[src/rtl/i2c_varlen_reader.sv]
module i2c_varlen_reader #(
  parameter logic [6:0] DEV_ADDR = 7'h34,
  parameter int         WAIT_MAX = 1024,
  parameter logic [7:0] RSV_LO   = 8'hC0
) (
  input  logic       clk,
  input  logic       rst_n,
  input  logic       scl_i,
  input  logic       sda_i,
  output logic       scl_oe,
  output logic       sda_oe,
  output logic       fetch_req,
  output logic [7:0] fetch_addr,
  output logic [3:0] fetch_idx,
  input  logic       fetch_ready,
  input  logic [7:0] fetch_data
);
  localparam int WW = $clog2(WAIT_MAX + 1);

  typedef enum logic [3:0] {
    S_IDLE, S_ADDR, S_AACK, S_SUB, S_SACK, S_SKIP, S_FETCH, S_TX, S_TACK
  } st_t;

  function automatic logic [3:0] sub_len(input logic [7:0] a);
    case (a)
      8'hC9, 8'hED: sub_len = 4'd8;
      8'hFD:        sub_len = 4'd10;
      8'hFE:        sub_len = 4'd2;
      8'hFF:        sub_len = 4'd1;
      default:      sub_len = 4'd4;
    endcase
  endfunction

  st_t           st;
  logic [2:0]    scl_q, sda_q;
  logic [7:0]    sh, ptr;
  logic [3:0]    bcnt, idx;
  logic [WW-1:0] wcnt;
  logic          rd, mack;

  wire scl_s = scl_q[1];
  wire sda_s = sda_q[1];
  wire rise  = scl_s & ~scl_q[2];
  wire fall  = ~scl_s & scl_q[2];
  wire start = scl_s & scl_q[2] & sda_q[2] & ~sda_s;
  wire stop  = scl_s & scl_q[2] & ~sda_q[2] & sda_s;
  wire rsv   = (ptr >= RSV_LO) && (ptr <= 8'hFC);
  wire last  = (idx == sub_len(ptr) - 4'd1);

  assign fetch_addr = ptr;
  assign fetch_idx  = idx;
  assign fetch_req  = (st == S_FETCH) && !rsv;
  assign scl_oe     = (st == S_FETCH);
  assign sda_oe     = (st == S_AACK) || (st == S_SACK) || ((st == S_TX) && !sh[7]);

  always_ff @(posedge clk) begin
    if (!rst_n) begin
      st    <= S_IDLE;
      scl_q <= 3'b111;
      sda_q <= 3'b111;
      sh    <= '0;
      ptr   <= '0;
      idx   <= '0;
      bcnt  <= '0;
      wcnt  <= '0;
      rd    <= 1'b0;
      mack  <= 1'b0;
    end else begin
      scl_q <= {scl_q[1:0], scl_i};
      sda_q <= {sda_q[1:0], sda_i};
      if (stop) begin
        st <= S_IDLE;
      end else if (start) begin
        st   <= S_ADDR;
        bcnt <= '0;
      end else begin
        case (st)
          S_ADDR, S_SUB: begin
            if (rise) begin
              sh   <= {sh[6:0], sda_s};
              bcnt <= bcnt + 4'd1;
            end else if (fall && bcnt == 4'd8) begin
              bcnt <= '0;
              if (st == S_ADDR) begin
                if (sh[7:1] == DEV_ADDR) begin
                  rd <= sh[0];
                  st <= S_AACK;
                end else begin
                  st <= S_IDLE;
                end
              end else begin
                ptr <= sh;
                idx <= '0;
                st  <= S_SACK;
              end
            end
          end
          S_AACK: if (fall) begin
            wcnt <= '0;
            st   <= rd ? S_FETCH : S_SUB;
          end
          S_SACK: if (fall) st <= S_SKIP;
          S_FETCH: begin
            if (rsv) begin
              sh <= 8'h00;
              st <= S_TX;
            end else if (fetch_ready) begin
              sh <= fetch_data;
              st <= S_TX;
            end else if (wcnt == WW'(WAIT_MAX - 1)) begin
              sh <= 8'h00;
              st <= S_TX;
            end else begin
              wcnt <= wcnt + 1'b1;
            end
          end
          S_TX: if (fall) begin
            sh <= {sh[6:0], 1'b0};
            if (bcnt == 4'd7) begin
              bcnt <= '0;
              mack <= 1'b0;
              st   <= S_TACK;
              if (last) begin
                ptr <= ptr + 8'd1;
                idx <= '0;
              end else begin
                idx <= idx + 4'd1;
              end
            end else begin
              bcnt <= bcnt + 4'd1;
            end
          end
          S_TACK: begin
            if (rise) mack <= ~sda_s;
            else if (fall) begin
              wcnt <= '0;
              st   <= mack ? S_FETCH : S_IDLE;
            end
          end
          default: ;
        endcase
      end
    end
  end
endmodule

[config.mk]
export PLATFORM = sky130hd
export DESIGN_NAME = i2c_varlen_reader
export DESIGN_NICKNAME = d
export VERILOG_FILES = /design/src/rtl/i2c_varlen_reader.sv
export SDC_FILE = /design/constraint.sdc
export NUM_CORES = 1
export LEC_CHECK = 0
export BUFFER_PORTS_ARGS = -buffer_cell sky130_fd_sc_hd__buf_2
export CELL_PAD_IN_SITES_DETAIL_PLACEMENT = 0
export CELL_PAD_IN_SITES_GLOBAL_PLACEMENT = 1
export CORE_UTILIZATION = 44
export DETAILED_ROUTE_END_ITERATION = 7
export PLACE_DENSITY = 0.89
export SYNTH_ARGS = -nofsm -noshare
export SYNTH_HDL_FRONTEND = slang
export SYNTH_SLANG_ARGS = --single-unit
[constraint.sdc]
create_clock -name clk -period 3.5 [get_ports clk]
set_input_delay 0.7 -clock clk [delete_from_list [all_inputs] [get_ports clk]]
set_output_delay 0.7 -clock clk [all_outputs]
set_load 0.02 [all_outputs]
* Word-level counts from Yosys, hierarchy flattened *
Index checks and enable logic that the tools add are counted.

storage, ports and cells
  register bits after elaboration = 47
  input bits = 13
  output and inout bits = 15
  logic and storage cells = 158

operators by class
  add/subtract/negate cells = 5
  $lt $le $gt $ge = 2
  equality and inequality tests = 43
  mux-type cells = 54
  bitwise operators = 15
  reduce and logical (&&, ||, !) cells = 28

operators by type and width
  cell                                              number
  2-to-1 mux 4 bit                                  23
  2-to-1 mux 8 bit                                  11
  2-to-1 mux 11 bit                                 5
  == test 8 bit (second input constant)             5
  one-hot mux 11 bit (3 select lines)               1
  inequality test 2 bit (second input constant)     14
  one-hot mux 4 bit (6 select lines)                1
  one-hot mux 8 bit (3 select lines)                1
  inequality test 3 bit (second input constant)     7
  AND reduction 10 bit                              2
  == test 4 x 3 -> 1 bit (second input constant)    4
  one-hot mux 4 bit (2 select lines)                2
  one-hot mux 4 bit (4 select lines)                1
  one-hot mux 8 bit (2 select lines)                1
  AND reduction 7 bit                               2
  AND reduction 6 bit                               2
  adder 11 x 1 -> 11 bit (second input constant)    1
  == test 11 x 10 -> 1 bit (second input constant)  1
  AND reduction 9 bit                               1
  nonzero test 3 bit                                3
  adder 4 x 1 -> 4 bit (second input constant)      2
  adder 8 x 1 -> 8 bit (second input constant)      1
  == test 4 x 2 -> 1 bit (second input constant)    2
  == test 4 bit (second input constant)             2
  other kinds (27)                                  52

* Logic depth before layout (Yosys ltp) *
  depth after elaboration = 9
  gate-level depth with buffers = 11
  mapped depth without buffers = 10

* Worst setup path before layout *
No wires, ideal clock.

  kind = register -> register
  from = reg ptr[0] (netlist: fetch_addr[0])
  to = reg ptr[4] (netlist: fetch_addr[4])
  library setup time = 0.129 ns
  arrival time = 2.634 ns
  required time = 3.371 ns
  path slack = 0.737 ns
  cell stages (with the launch flop) = 12
  path buffers = 2
  period minus slack after synthesis = 2.763 ns
  cell sequence = dfxtp_1 -> ha_1 -> clkbuf_1 -> nand2_1 -> ha_1 -> xnor2_1 -> or3b_2 -> o2bb2ai_1 -> a31oi_1 -> clkbuf_1 -> a211oi_1 -> o32ai_1

on the way
  cells in the longest elaborated chain, start to end = 7
  elaborated cells on any way between the ends = 16
  those cells by class = add/sub: 2; eq/ne: 7; mux: 5; reduce/logical: 2

RTL lines
  item                                    RTL line  RTL
  start, declared                         36        logic [7:0] sh, ptr;
  start signal, assigned                  92        ptr <= sh;
  start signal, assigned                  124       ptr <= ptr + 8'd1;
  == test 8 bit                           25        case (a)
  OR reduction 2 bit                      25
  one-hot mux 4 bit (4 select lines)      25
  subtractor 4 x 1 -> 4 bit               48        wire last = (idx == sub_len(ptr) - 4'd1);
  == test 4 bit                           48
  inequality test 2 bit (no source line)  n/a
  AND reduction 9 bit (no source line)    n/a

Parallel ways exist; a longest one is shown, timed or not. The select of a mux whose other input is x is not followed.
A chain may end at the register's enable or synchronous reset.

* Worst setup path after layout *
  from = reg ptr[5] (netlist: fetch_addr[5])
  to = reg ptr[1] (netlist: fetch_addr[1])

on the way
  cells in the longest elaborated chain, start to end = 7
  elaborated cells on any way between the ends = 11
  those cells by class = add/sub: 1; eq/ne: 7; mux: 1; reduce/logical: 2

RTL lines
  item                                        RTL line
  == test 8 bit                               25
  OR reduction 2 bit                          25
  one-hot mux 4 bit (4 select lines) (*)      25
  subtractor 4 x 1 -> 4 bit (*)               48
  == test 4 bit (*)                           48
  inequality test 2 bit (no source line) (*)  n/a
  AND reduction 9 bit (no source line) (*)    n/a

Every way passes the cells marked *; elsewhere a longest branch is shown, timed or not.

==> results.env <==
P_LEAK_nW=1.13
MIN_PERIOD_NS=3.11
SYNTH-COMPOUND-AREA-SHARE_PCT=23.3
CLOCK-SKEW-FINAL_NS=0.0118
HPWL_REPORTED_AT_THE_END_OF_DETAILED_PLACEMENT_UM=5050
GRT_START_MAX_NET_PINS=20
WORST_SETUP_HOLD_PATH_CLK_SLEW_NS=0.09
GRT_SETUP_UNREPAIRED='no'
FIN_WS_NS=0.385
DIE-HEIGHT_UM=82.8
ANTENNA_FOUND_INITIAL=0
YS_SEQ_AREA_SHARE_PCT=32.7
TOTAL_NETS_AFTER_SYNTHESIS=386
ANTENNA_LEFT=0
WORST-ENDPOINT-ARRIVAL_NS=3.29
SIMPLE_GATE_FRACTION_OF_SYNTH_AREA_PCT=30.0
FINALMAXSLEWVIOLATIONS=0
CTS_HOLD_REPAIR.BUFFERS=0
TIMING.FINAL.SETUP_VIOLATIONS=0
SYNTHARSTFLOPSHARE_PCT=0
ROOT_BUFFER='sky130_fd_sc_hd__clkbuf_8'
ROUTED_WIRE_LENGTH_PER_INSTANCE_UM=15.6
HOLD_VIOL_FINAL=0
YS.WARNINGS.COUNT=0
CRITPATHMAXSTAGEDELAY_NS=0.49
MULTI_INPUT_GATE_AREA_IN_THE_FINAL_LAYOUT_UM2=1810
SYNTHESIS.INSTANCES=364
START_KIND='register'
MAX-SLEW-MARGIN-REL_PCT=29.5
MIN_PATH_TYPE='reg2reg'
SYN-CELL-AREA_UM2=2880
SYN-MEAN-INSTANCE-AREA_UM2=7.90
DIEWIDTH_UM=82.8
CTS_HTREE_LEVELS=2
CELLPOWERDENSITY_nW_PER_UM2=374
FIN_SETUP_TNS_NS=0
NUM_VIAS=2705
VIAS_PER_CELL=5.91
CLK_LATENCY_NS=0.31
POSTSYNTH.TOPFLOPCELL='sky130_fd_sc_hd__dfxtp_1'
SYNTH_CELL_TYPE_COUNT=62
SYNTH_FA_HA_AREA_SHARE_PCT=3.92
WORST_PATH_MAX_DELAY_CELL='sky130_fd_sc_hd__dfxtp_1'
WIRE_LENGTH_OF_THE_FIRST_GLOBAL_ROUTING_PASS_UM=12200
IO_PINS=28
TRITONCTS_CLOCK_TREE='built'
POST_SYNTH_XOR_AREA_FRACTION_PCT=4.26
CORE_REGION_AREA_UM2=6310
RUN_STATUS='finished clean'
TIMING_WORST_SLEW_PIN_VALUE_NS=1.05
DRT_DRC_VIOLATIONS_LEFT=0
TIMING.MAX_CAP.VIOLATIONS=0
CTS_SINKS=47
SYNTH_ENABLE_FLOP_CELLS=0
TIMING.CRITICAL_PATH.FANOUT_MAX=12
CTS_REPAIR_RESIZE_COUNT=0
CLOCK_BUFFERS_CREATED_BY_TRITONCTS=5
PRECTSSETUPSLACK_NS=0.428
DIE_AREA_UM2=6860
FINAL_NET_COUNT=402
DRTPASS1ITERATIONS=4
CTS_SETUP_BUFFERS=0
DRTITER0DRC=229
FINAL_MIN_PERIOD_OVER_CLOCK_PERIOD_PCT=89.0
DRIVE_GT1_SHARE_PCT=13.1
FMAX_MHz=321
GLOBALROUTETOTALUTIL_PCT=21.5
REGISTER_AREA_UM2=941
FINAL.FILL_COUNT=627
INITIAL_UTILIZATION_PCT=45.5
YS_FF_LATCH=47
POSTROUTEWIRELENGTH_UM=7130
PORT_BUF_INSERTS=27
GRT_PASS1_VIAS=2566
FINALWEIGHTEDCONGESTION=0.867
FP-ROW-COUNT=29
REQUIRED_TIME_OF_THE_CRITICAL_PATH_NS=3.68
PEAKVDDDROP_mV=0.193
AREA_ADDED_BETWEEN_SYNTHESIS_AND_FINISH_PCT=9.66
NUM_ANTENNA_CELLS=0
WORSTPATHCELLLIST='nand4_1 > nor2_1 > o21ai_0 > ha_1 > xnor2_1 > or3b_2 > o2bb2ai_1 > a31oi_1 > a2111oi_0 > a211oi_1'
GRT_REMAINING_OVERFLOW=0
TIMING.CRITICAL_PATH.TO_TYPE='register'
DOMINANT_COMBINATIONAL_CELL_FAMILY_BY_AREA_AFTER_SYNTHESIS='simple AND/OR/NAND/NOR gates'
CLOCK_PATH_BUFFERS=2
YOSYS-MUX-AREA-FRACTION_PCT=1.39
CRITICAL_PATH_CLASS='reg2reg'
cells in the final DEF (no fill, tap or decap), types with 3 or more instances in the layout:
cell type / count
sky130_fd_sc_hd__a21oi_1: 22
sky130_fd_sc_hd__nor2_1: 32
sky130_fd_sc_hd__clkbuf_8: 5
sky130_fd_sc_hd__buf_2: 27
sky130_fd_sc_hd__mux2i_1: 4
sky130_fd_sc_hd__and3_1: 7
sky130_fd_sc_hd__o21ai_1: 4
sky130_fd_sc_hd__and4b_1: 4
sky130_fd_sc_hd__nand2_1: 34
sky130_fd_sc_hd__xnor2_1: 3
sky130_fd_sc_hd__o21ai_0: 29
sky130_fd_sc_hd__nand3_1: 15
sky130_fd_sc_hd__nand4b_1: 6
sky130_fd_sc_hd__a22oi_1: 8
sky130_fd_sc_hd__nand4_1: 6
sky130_fd_sc_hd__nor2b_1: 3
sky130_fd_sc_hd__inv_1: 7
sky130_fd_sc_hd__ha_1: 9
sky130_fd_sc_hd__dfxtp_1: 47
sky130_fd_sc_hd__a31oi_1: 8
sky130_fd_sc_hd__nand3b_1: 8
sky130_fd_sc_hd__xor2_1: 11
sky130_fd_sc_hd__o21a_1: 5
sky130_fd_sc_hd__nor3_1: 12
sky130_fd_sc_hd__buf_4: 4
sky130_fd_sc_hd__and2_1: 3
sky130_fd_sc_hd__o211ai_1: 4
sky130_fd_sc_hd__a211oi_1: 3
sky130_fd_sc_hd__nand2b_1: 11
cell type report:
class	count	area share, %
Tap cell	77	3.06
Inverter	8	0.952
Clock inverter	3	1.39
Timing Repair Buffer	31	5.24
Multi-Input combinational cell	287	57.3
Clock buffer	5	2.18
Sequential cell	47	29.8
critical path, delay by kind of cell, from the launching register on:
family | cells | cell delay [ns]
AND/OR/NAND/NOR | 3 | 0.84
XOR/XNOR | 1 | 0.13
AO/OA/AOI/OAI | 5 | 1.22
adder cells (fa/ha/maj) | 1 | 0.29
flip-flops | 1 | 0.49
metal layers:
metal | track usage [%] | wire (um)
met1 | 27.9 | 3300
met2 | 36.4 | 3460
met3 | 3.78 | 299
met4 | 6.90 | 78
met5 | 0 | 0
report_power, final:
group | internal (W) | switching [W] | total (W)
clock | 0.000213 | 0.000193 | 0.000405
sequential | 0.000547 | 0.0000437 | 0.000591
combinational | 0.0000861 | 0.0000982 | 0.000184
registers in the layout, summed over array words and instances (netlist names):
| register | flops |
|---|---|
| fetch_idx | 4 |
| scl_q | 3 |
| bcnt | 4 |
| sda_q | 3 |
| st | 4 |
| wcnt | 11 |
| fetch_addr | 8 |
| sh | 8 |
| mack | 1 |
| rd | 1 |
stage by stage:
step	utilization, %	total power (W)	std cells	cell area, um2	hold WS, ns
after global placement	48.2	0.000779	450	3040	0.389
after detailed placement	48.2	0.000783	450	3040	0.400
final	49.9	0.00118	458	3150	0.427
after floorplan	-	0.000750	364	2880	0.386
after global routing	49.9	0.00124	458	3150	0.445
after CTS	49.9	0.00119	458	3150	0.424
worst paths after layout:
check                              startpoint  slack (ns)             to  depth (start not counted)
worst max-delay path            fetch_addr[5]        0.39  fetch_addr[1]                         10
worst min-delay path                 scl_q[0]        0.43       scl_q[1]                          1
worst max register to register  fetch_addr[5]        0.39  fetch_addr[1]                         10
worst min register to register       scl_q[0]        0.43       scl_q[1]                          1
cells in the mapped netlist (all sizes together), types with 9 or more instances:
cell type,n,area [um2]
a21oi,22,110
nand3,16,85.1
xor2,11,96.3
ha,9,113
nor3,12,60.1
nor2,33,126
o21ai,33,165
dfxtp,47,941
nand2,34,128
clkbuf,15,56.3
nand2b,11,68.8
cells by family after synthesis:
logic type               Yosys count
AO/OA/AOI/OAI                    103
XOR/XNOR                          14
adder cells (fa/ha/maj)            9
buffers and inverters             30
flip-flops                        47
multiplexers                       4
AND/OR/NAND/NOR                  157
Note: power is estimated with default switching activity, not from simulation.
